File: src/rtl/osd_raster_pkg.sv
package osd_raster_pkg;

   // vertical sequencer phases
   typedef enum logic [1:0] {
      VS_IDLE = 2'd0,   // frame finished or never started
      VS_WAIT = 2'd1,   // counting lines toward the first row
      VS_ROWS = 2'd2    // character rows in progress
   } vstate_e;

endpackage

File: src/rtl/osd_edge_rise.sv
module osd_edge_rise #(
   parameter int N = 2
) (
   input  logic         clk,
   input  logic         rst_n,
   input  logic [N-1:0] din,
   output logic [N-1:0] rise
);

   logic [N-1:0] din_q;

   always_ff @(posedge clk or negedge rst_n) begin
      if (!rst_n) din_q <= '0;
      else        din_q <= din;
   end

   assign rise = din & ~din_q;

endmodule

File: src/rtl/osd_hgen.sv
module osd_hgen #(
   parameter int CELL_W      = 10,
   parameter int ACTIVE_DOTS = 240,
   parameter int HCNT_W      = 10,
   parameter int COL_W       = 5,
   parameter int DOT_W       = 4,
   parameter int DBL_EN      = 1
) (
   input  logic              clk,
   input  logic              rst_n,
   input  logic              line_start,
   input  logic [HCNT_W-1:0] hstart,
   input  logic              dbl,
   output logic              active,
   output logic [COL_W-1:0]  col,
   output logic [DOT_W-1:0]  dot
);

   localparam int              X_W      = $clog2(ACTIVE_DOTS);
   localparam logic [X_W-1:0]  X_LAST   = X_W'(ACTIVE_DOTS - 1);
   localparam logic [DOT_W-1:0] DOT_LAST = DOT_W'(CELL_W - 1);

   logic [HCNT_W-1:0] hcnt;
   logic [X_W-1:0]    xpos;
   logic              ph;
   logic              wide;
   logic              step;
   logic [COL_W-1:0]  col_inc;

   // dots since the last line-start edge, saturating; parked at all-ones after reset
   always_ff @(posedge clk or negedge rst_n) begin
      if (!rst_n)               hcnt <= '1;
      else if (line_start)      hcnt <= '0;
      else if (hcnt != '1)      hcnt <= hcnt + HCNT_W'(1);
   end

   generate
      if (DBL_EN != 0) begin : g_wide
         // half-rate phase: cell dot advances every other clock in wide rows
         always_ff @(posedge clk or negedge rst_n) begin
            if (!rst_n)                    ph <= 1'b0;
            else if (line_start || !active) ph <= 1'b0;
            else                           ph <= ~ph;
         end
         assign wide = dbl;
      end else begin : g_narrow
         assign ph   = 1'b1;
         assign wide = 1'b0 & dbl;
      end
   endgenerate

   assign step    = ~wide | ph;
   assign col_inc = wide ? COL_W'(2) : COL_W'(1);

   always_ff @(posedge clk or negedge rst_n) begin
      if (!rst_n) begin
         active <= 1'b0;
         xpos   <= '0;
         col    <= '0;
         dot    <= '0;
      end else if (line_start) begin
         active <= 1'b0;
      end else if (!active) begin
         if (hcnt == hstart - HCNT_W'(1)) begin
            active <= 1'b1;
            xpos   <= '0;
            col    <= '0;
            dot    <= '0;
         end
      end else begin
         if (xpos == X_LAST) active <= 1'b0;
         else                xpos   <= xpos + X_W'(1);
         if (step) begin
            if (dot == DOT_LAST) begin
               dot <= '0;
               col <= col + col_inc;
            end else begin
               dot <= dot + DOT_W'(1);
            end
         end
      end
   end

endmodule

File: src/rtl/osd_vgen.sv
module osd_vgen
   import osd_raster_pkg::*;
#(
   parameter int NUM_ROWS = 15,
   parameter int FONT_H   = 16,
   parameter int CH_W     = 6,
   parameter int VLN_W    = 8,
   parameter int ROW_W    = 4,
   parameter int FL_W     = 4
) (
   input  logic             clk,
   input  logic             rst_n,
   input  logic             frame_start,
   input  logic             line_start,
   input  logic [VLN_W-1:0] vstart,
   input  logic [CH_W-1:0]  cfg_h,
   input  logic             cfg_dbl,
   output logic             rows_on,
   output logic [ROW_W-1:0] row,
   output logic [FL_W-1:0]  fline,
   output logic             dbl,
   output logic [ROW_W-1:0] cfg_idx
);

   localparam logic [CH_W-1:0]  H_MIN    = CH_W'(FONT_H);
   localparam logic [ROW_W-1:0] ROW_LAST = ROW_W'(NUM_ROWS - 1);

   vstate_e          state;
   logic [VLN_W-1:0] vline;
   logic [CH_W-1:0]  lrow;
   logic [CH_W-1:0]  cur_h;
   logic [CH_W:0]    acc;
   logic [CH_W:0]    acc_sum;
   logic [CH_W-1:0]  h_eff;

   assign h_eff   = (cfg_h < H_MIN) ? H_MIN : cfg_h;
   // remainder of lrow*FONT_H / cur_h, advanced by FONT_H per line
   assign acc_sum = acc + (CH_W+1)'(FONT_H);

   always_ff @(posedge clk or negedge rst_n) begin
      if (!rst_n) begin
         state <= VS_IDLE;
         vline <= '0;
         row   <= '0;
         lrow  <= '0;
         acc   <= '0;
         fline <= '0;
         cur_h <= H_MIN;
         dbl   <= 1'b0;
      end else if (frame_start) begin
         state <= VS_WAIT;
         vline <= '0;
      end else if (line_start) begin
         unique case (state)
            VS_WAIT: begin
               if (vline + VLN_W'(1) == vstart) begin
                  state <= VS_ROWS;
                  row   <= '0;
                  lrow  <= '0;
                  acc   <= '0;
                  fline <= '0;
                  cur_h <= h_eff;
                  dbl   <= cfg_dbl;
               end else begin
                  vline <= vline + VLN_W'(1);
               end
            end
            VS_ROWS: begin
               if (lrow == cur_h - CH_W'(1)) begin
                  if (row == ROW_LAST) begin
                     state <= VS_IDLE;
                  end else begin
                     row   <= row + ROW_W'(1);
                     lrow  <= '0;
                     acc   <= '0;
                     fline <= '0;
                     cur_h <= h_eff;
                     dbl   <= cfg_dbl;
                  end
               end else begin
                  lrow <= lrow + CH_W'(1);
                  if (acc_sum >= {1'b0, cur_h}) begin
                     acc   <= acc_sum - {1'b0, cur_h};
                     fline <= fline + FL_W'(1);
                  end else begin
                     acc <= acc_sum;
                  end
               end
            end
            default: ;
         endcase
      end
   end

   assign rows_on = (state == VS_ROWS);
   assign cfg_idx = rows_on ? row + ROW_W'(1) : '0;

endmodule

File: src/rtl/osd_raster_gen.sv
module osd_raster_gen #(
   parameter int CELL_W      = 10,
   parameter int FONT_H      = 16,
   parameter int ACTIVE_DOTS = 240,
   parameter int NUM_ROWS    = 15,
   parameter int HFIX_DOTS   = 47,
   parameter int PHASE_DOTS  = 3,
   parameter int HSTEP       = 4,
   parameter int VFIX_LINES  = 1,
   parameter int VSTEP       = 4,
   parameter int DLY_W       = 6,
   parameter int CH_W        = 6,
   parameter int DBL_EN      = 1,
   localparam int COLS       = ACTIVE_DOTS / CELL_W,
   localparam int COL_W      = $clog2(COLS + 1),
   localparam int DOT_W      = $clog2(CELL_W),
   localparam int FL_W       = $clog2(FONT_H),
   localparam int ROW_W      = $clog2(NUM_ROWS + 1)
) (
   input  logic             clk,
   input  logic             rst_n,
   input  logic             hflb_i,
   input  logic             vflb_i,
   input  logic [DLY_W-1:0] hdelay_i,
   input  logic [DLY_W-1:0] vdelay_i,
   input  logic [CH_W-1:0]  row_height_i,
   input  logic             row_dbl_i,
   output logic [ROW_W-1:0] cfg_idx_o,
   output logic [COL_W-1:0] col_o,
   output logic [DOT_W-1:0] dot_o,
   output logic [ROW_W-1:0] row_o,
   output logic [FL_W-1:0]  font_line_o,
   output logic             disp_en_o
);

   localparam int HSTART_MAX = HFIX_DOTS + PHASE_DOTS + HSTEP * ((1 << DLY_W) - 1);
   localparam int HCNT_W     = $clog2(HSTART_MAX + ACTIVE_DOTS + 2);
   localparam int VSTART_MAX = VFIX_LINES + VSTEP * ((1 << DLY_W) - 1);
   localparam int VLN_W      = $clog2(VSTART_MAX + 1);

   generate
      if (ACTIVE_DOTS % CELL_W != 0) begin : g_chk_cols
         $error("ACTIVE_DOTS must be a whole number of cells");
      end
      if (FONT_H >= (1 << CH_W)) begin : g_chk_font
         $error("row height field too narrow for FONT_H");
      end
      if (NUM_ROWS < 1 || HFIX_DOTS + PHASE_DOTS < 1 || VFIX_LINES < 1) begin : g_chk_min
         $error("row count and fixed offsets must be positive");
      end
   endgenerate

   logic [1:0]        rise;
   logic              line_start;
   logic              frame_start;
   logic [HCNT_W-1:0] hstart;
   logic [VLN_W-1:0]  vstart;
   logic              h_active;
   logic              rows_on;
   logic              row_dbl;

   osd_edge_rise #(.N(2)) u_edge (
      .clk  (clk),
      .rst_n(rst_n),
      .din  ({vflb_i, hflb_i}),
      .rise (rise)
   );

   assign line_start  = rise[0];
   assign frame_start = rise[1];

   assign hstart = HCNT_W'(HFIX_DOTS + PHASE_DOTS) + HCNT_W'(HSTEP) * HCNT_W'(hdelay_i);
   assign vstart = VLN_W'(VFIX_LINES) + VLN_W'(VSTEP) * VLN_W'(vdelay_i);

   osd_hgen #(
      .CELL_W     (CELL_W),
      .ACTIVE_DOTS(ACTIVE_DOTS),
      .HCNT_W     (HCNT_W),
      .COL_W      (COL_W),
      .DOT_W      (DOT_W),
      .DBL_EN     (DBL_EN)
   ) u_hgen (
      .clk       (clk),
      .rst_n     (rst_n),
      .line_start(line_start),
      .hstart    (hstart),
      .dbl       (row_dbl),
      .active    (h_active),
      .col       (col_o),
      .dot       (dot_o)
   );

   osd_vgen #(
      .NUM_ROWS(NUM_ROWS),
      .FONT_H  (FONT_H),
      .CH_W    (CH_W),
      .VLN_W   (VLN_W),
      .ROW_W   (ROW_W),
      .FL_W    (FL_W)
   ) u_vgen (
      .clk        (clk),
      .rst_n      (rst_n),
      .frame_start(frame_start),
      .line_start (line_start),
      .vstart     (vstart),
      .cfg_h      (row_height_i),
      .cfg_dbl    (row_dbl_i),
      .rows_on    (rows_on),
      .row        (row_o),
      .fline      (font_line_o),
      .dbl        (row_dbl),
      .cfg_idx    (cfg_idx_o)
   );

   assign disp_en_o = h_active & rows_on;

endmodule

File: config.mk
export PLATFORM = sky130hd
export DESIGN_NAME = osd_raster_gen
export DESIGN_NICKNAME = d
export VERILOG_FILES = /design/src/rtl/osd_raster_pkg.sv /design/src/rtl/osd_edge_rise.sv /design/src/rtl/osd_hgen.sv /design/src/rtl/osd_vgen.sv /design/src/rtl/osd_raster_gen.sv
export SDC_FILE = /design/constraint.sdc
export NUM_CORES = 1
export LEC_CHECK = 0
export ABC_AREA = 0
export BUFFER_PORTS_ARGS = -buffer_cell sky130_fd_sc_hd__buf_2
export CORE_ASPECT_RATIO = 0.6
export CORE_MARGIN = 10
export CORE_UTILIZATION = 51
export DETAILED_ROUTE_END_ITERATION = 7
export PLACE_DENSITY = 0.8
export SKIP_CTS_REPAIR_TIMING = 1
export SLEW_MARGIN = 20
export SYNTH_ARGS = -nofsm -noshare
export SYNTH_HDL_FRONTEND = slang
export SYNTH_SLANG_ARGS = --single-unit
File: constraint.sdc
create_clock -name clk -period 5.49 [get_ports clk]
set_input_delay 1.098 -clock clk [delete_from_list [all_inputs] [get_ports clk]]
set_output_delay 1.098 -clock clk [all_outputs]
set_load 0.01 [all_outputs]
==> metrics.md <==
| Metric | Value |
|---|---|
| Status | `finished clean` |
| Max Fanout on Critical Path | `10` |
| Reg2reg path depth | `8` |
| Fillers | `711` |
| CP endpoint kind | `flop` |
| Leakage | `2.34 nW` |
| Launch point of the worst reg-to-reg path | `u_vgen.vline[0]` |
| Maximum VDD drop | `0.172 mV` |
| Clk_lat worst skew | `340 ps` |
| P&R area growth vs syn | `13.6%` |
| Post-synth EDFFs | `0` |
| CTS Buf Count | `9` |
| Final Hold Vio Count | `0` |
| Asr flop ratio synth | `100%` |
| Fin crit share | `58.9%` |
| Detailed-router iteration count before antenna repair | `4` |
| Pwr dens | `308 nW/um^2` |
| Post-synthesis cell area | `4360 sq um` |
| DRC | `0` |
| Row count | `26` |
| Yosys top cell area share | `33.3%` |
| Post-DP HPWL | `7.16 mm` |
| Hold wc startpoint | `u_vgen.acc[5]` |
| Reg2reg end | `u_vgen.acc[6]` |
| Worst-path clk slew | `60 ps` |
| Maximum clock rate | `309 MHz` |
| GR Util All Layers | `15.4%` |
| Sequential area share after synthesis | `39.9%` |
| Final setup skew | `5.98 ps` |
| Layout cell share with drive strength beyond 1 | `18.8%` |
| I/O Pins | `45` |
| Vias in the first global route | `3472` |
| Average wire per standard cell | `15.8 um` |
| Drt via density | `5.64` |
| Worst-margin pin slew | `919 ps` |
| Root Buffer Master | `clkbuf_16` |
| Final Slew Violations | `0` |
| Final core occ | `58.8%` |
| CTS Buffer Depth | `2` |
| First-pass GRT wire length | `16.4 mm` |
| Worst hold path stage count | `2` |
| Synth area leaders | `dfrtp_1 33%, ha_1 6.9%, dfstp_2 6.6%` |
| Clk sinks | `69` |
| Initial Util | `51.8%` |
| Core footprint | `8430 sq um` |
| Most common flop cell mapped by yosys | `dfrtp_1` |
| CP startpoint | `hdelay_i[2]` |
| Routed WL | `9.67 mm` |
| RSZ-0062 raised after global routing | `no` |
| Finish-stage setup viols | `0` |
| Number of routed nets with antenna violations | `0` |
| Max_cap viols | `0` |
| Synth Register Bits | `69` |
| Min-Delay Path Class | `flop to flop` |
| Netlist cell types | `61` |
| Cells after Synth | `452` |
| Crit path time final | `3240 ps` |
| Gpl congestion | `0.796` |
| Largest net degree at the start of global routing | `70` |
| Hold Path Sink | `u_vgen.acc[5]` |
| Vert. Die Dim | `91.6 um` |
| Ant. Diodes | `0` |
| R2R Setup Slk | `2530 ps` |
| Setup TNS | `0 ps` |
| Initial antenna violation count | `0` |
| Layout Nets | `544` |
| Synthesized Nets | `501` |
| # port buffers | `44` |
| Die width | `139 um` |
| Total congestion overflow | `0` |
| CTS tree | `built` |
| Avg Inst Size Synth | `9.65 sq um` |
| Synth area leader | `dfrtp_1` |
| Crit path launch type | `primary input` |
| Vias | `3449` |
| Die ar. | `12800 sq um` |
| Req. time, crit path | `5680 ps` |
| DRT iter0 DRCs | `176` |
| WP data arrival | `3430 ps` |
| Htree depth | `3` |
| Crit Path Class | `primary input to flop` |
| Yosys Warn Count | `0` |
| Worst slew margin | `38.6%` |
==> how the worst max path moves through the flow <==
stage	slack, ps	to
detailed placement	1680	u_hgen.xpos[7]
finish	2250	u_hgen.col[4]
global route	2030	u_hgen.xpos[7]
global placement	1820	u_hgen.xpos[7]
CTS	2000	u_hgen.xpos[7]
floorplan	2360	u_vgen.acc[6]
==> routing by layer <==
layer,up-vias,GRT usage (%),share of wire (%),wire length [um]
met2,77,25.2,47,4530
li1,1684,-,-,-
met4,0,5.71,2.1,199
met5,-,0,0,0
met3,18,4.58,5.3,516
met1,1670,18.8,46,4420
==> report_power, final <==
group / leakage, nW / internal, mW / total, mW / switching, mW
clock: 0.135 / 0.326 / 0.535 / 0.209
sequential: 0.860 / 0.585 / 0.668 / 0.0827
combinational: 1.34 / 0.148 / 0.322 / 0.174
==> layout make-up <==
type | count | area (sq um) | area share (%)
Timing Repair Buffer | 46 | 235 | 4.75
Clock buffer | 13 | 260 | 5.25
Inverter | 29 | 109 | 2.20
Sequential cell | 69 | 1740 | 35.1
Multi-Input combinational cell | 340 | 2460 | 49.6
Clock inverter | 2 | 10.0 | 0.202
Tap cell | 112 | 140 | 2.83
==> worst max-delay path, cell delays in order <==
cell and delay (ps):
buf_2 120, inv_1 50, ha_1 190, xnor3_1 400, o32ai_1 170, a41oi_1 240, a311oi_2 700, nand4_1 240
xor2_1 180, nor2_1 50
==> state kept, by name, indices dropped and copies added, names as in the netlist, 2 cells and up <==
name and cells:
u_hgen.col 5, u_hgen.hcnt 10, u_vgen.cur_h 6, u_vgen.vline 8, u_hgen.xpos 8, u_vgen.acc 7, u_hgen.dot 4, u_vgen.fline 4
u_edge.din_q 2, u_vgen.lrow 6, u_vgen.row 4, u_vgen.state 2
==> through the flow <==
stage | power, mW | setup WS, ps | hold slack, ps | area, sq um | cells
2_1_floorplan | 0.891 | 2360 | 447 | 4360 | 452
3_3_place_gp | 0.973 | 1820 | 459 | 4680 | 596
3_5_place_dp | 0.995 | 1680 | 484 | 4680 | 596
4_1_cts | 1.54 | 2000 | 496 | 4950 | 611
5_1_grt | 1.61 | 2030 | 539 | 4950 | 611
6_report | 1.53 | 2250 | 496 | 4950 | 611
==> synthesized netlist by cell type, drive strengths merged, types with 4 or more instances <==
master,instances
and2,8
ha,24
clkbuf,11
nand2,30
o21ai,32
dfrtp,58
a21oi,10
inv,29
and3,11
nor2b,15
xnor2,21
nand4,9
xor2,21
nor3,10
mux2i,9
nor2,36
nand3,13
dfstp,11
mux2,12
and4,4
nand2b,10
a21o,5
==> placed cells by master (no fill, tap or decap), types with 3 or more instances in the layout <==
cell / synthesis / final
mux2_2: 12 / 12
nor3_1: 10 / 9
o21ai_0: 32 / 32
or3_1: 3 / 3
a31oi_1: 3 / 3
o31ai_1: 3 / 3
and4_1: 4 / 4
o211ai_1: 3 / 3
nand2_1: 30 / 30
dfrtp_1: 58 / 58
inv_1: 29 / 29
and2_1: 8 / 8
a21boi_0: 3 / 3
ha_1: 24 / 24
a21oi_1: 10 / 10
xnor2_1: 21 / 21
o41ai_1: 3 / 3
clkbuf_16: 0 / 9
xor2_1: 21 / 21
nand2b_1: 10 / 10
buf_2: 3 / 44
a211oi_1: 3 / 3
nand3_1: 12 / 12
nand4_1: 9 / 9
and3_1: 11 / 11
dfstp_2: 11 / 11
nor2_1: 36 / 36
mux2i_1: 9 / 9
nor2b_1: 15 / 15
a21o_1: 5 / 5
==> logic make-up after synthesis <==
family | synth area share, %
xor+xnor | 9.50
simple gates | 20.3
compound gates | 13.5
mux | 5.17
flops | 39.9
buf+inv | 3.79
fa+ha+maj | 7.80
Power figures use the tool's default switching activity.
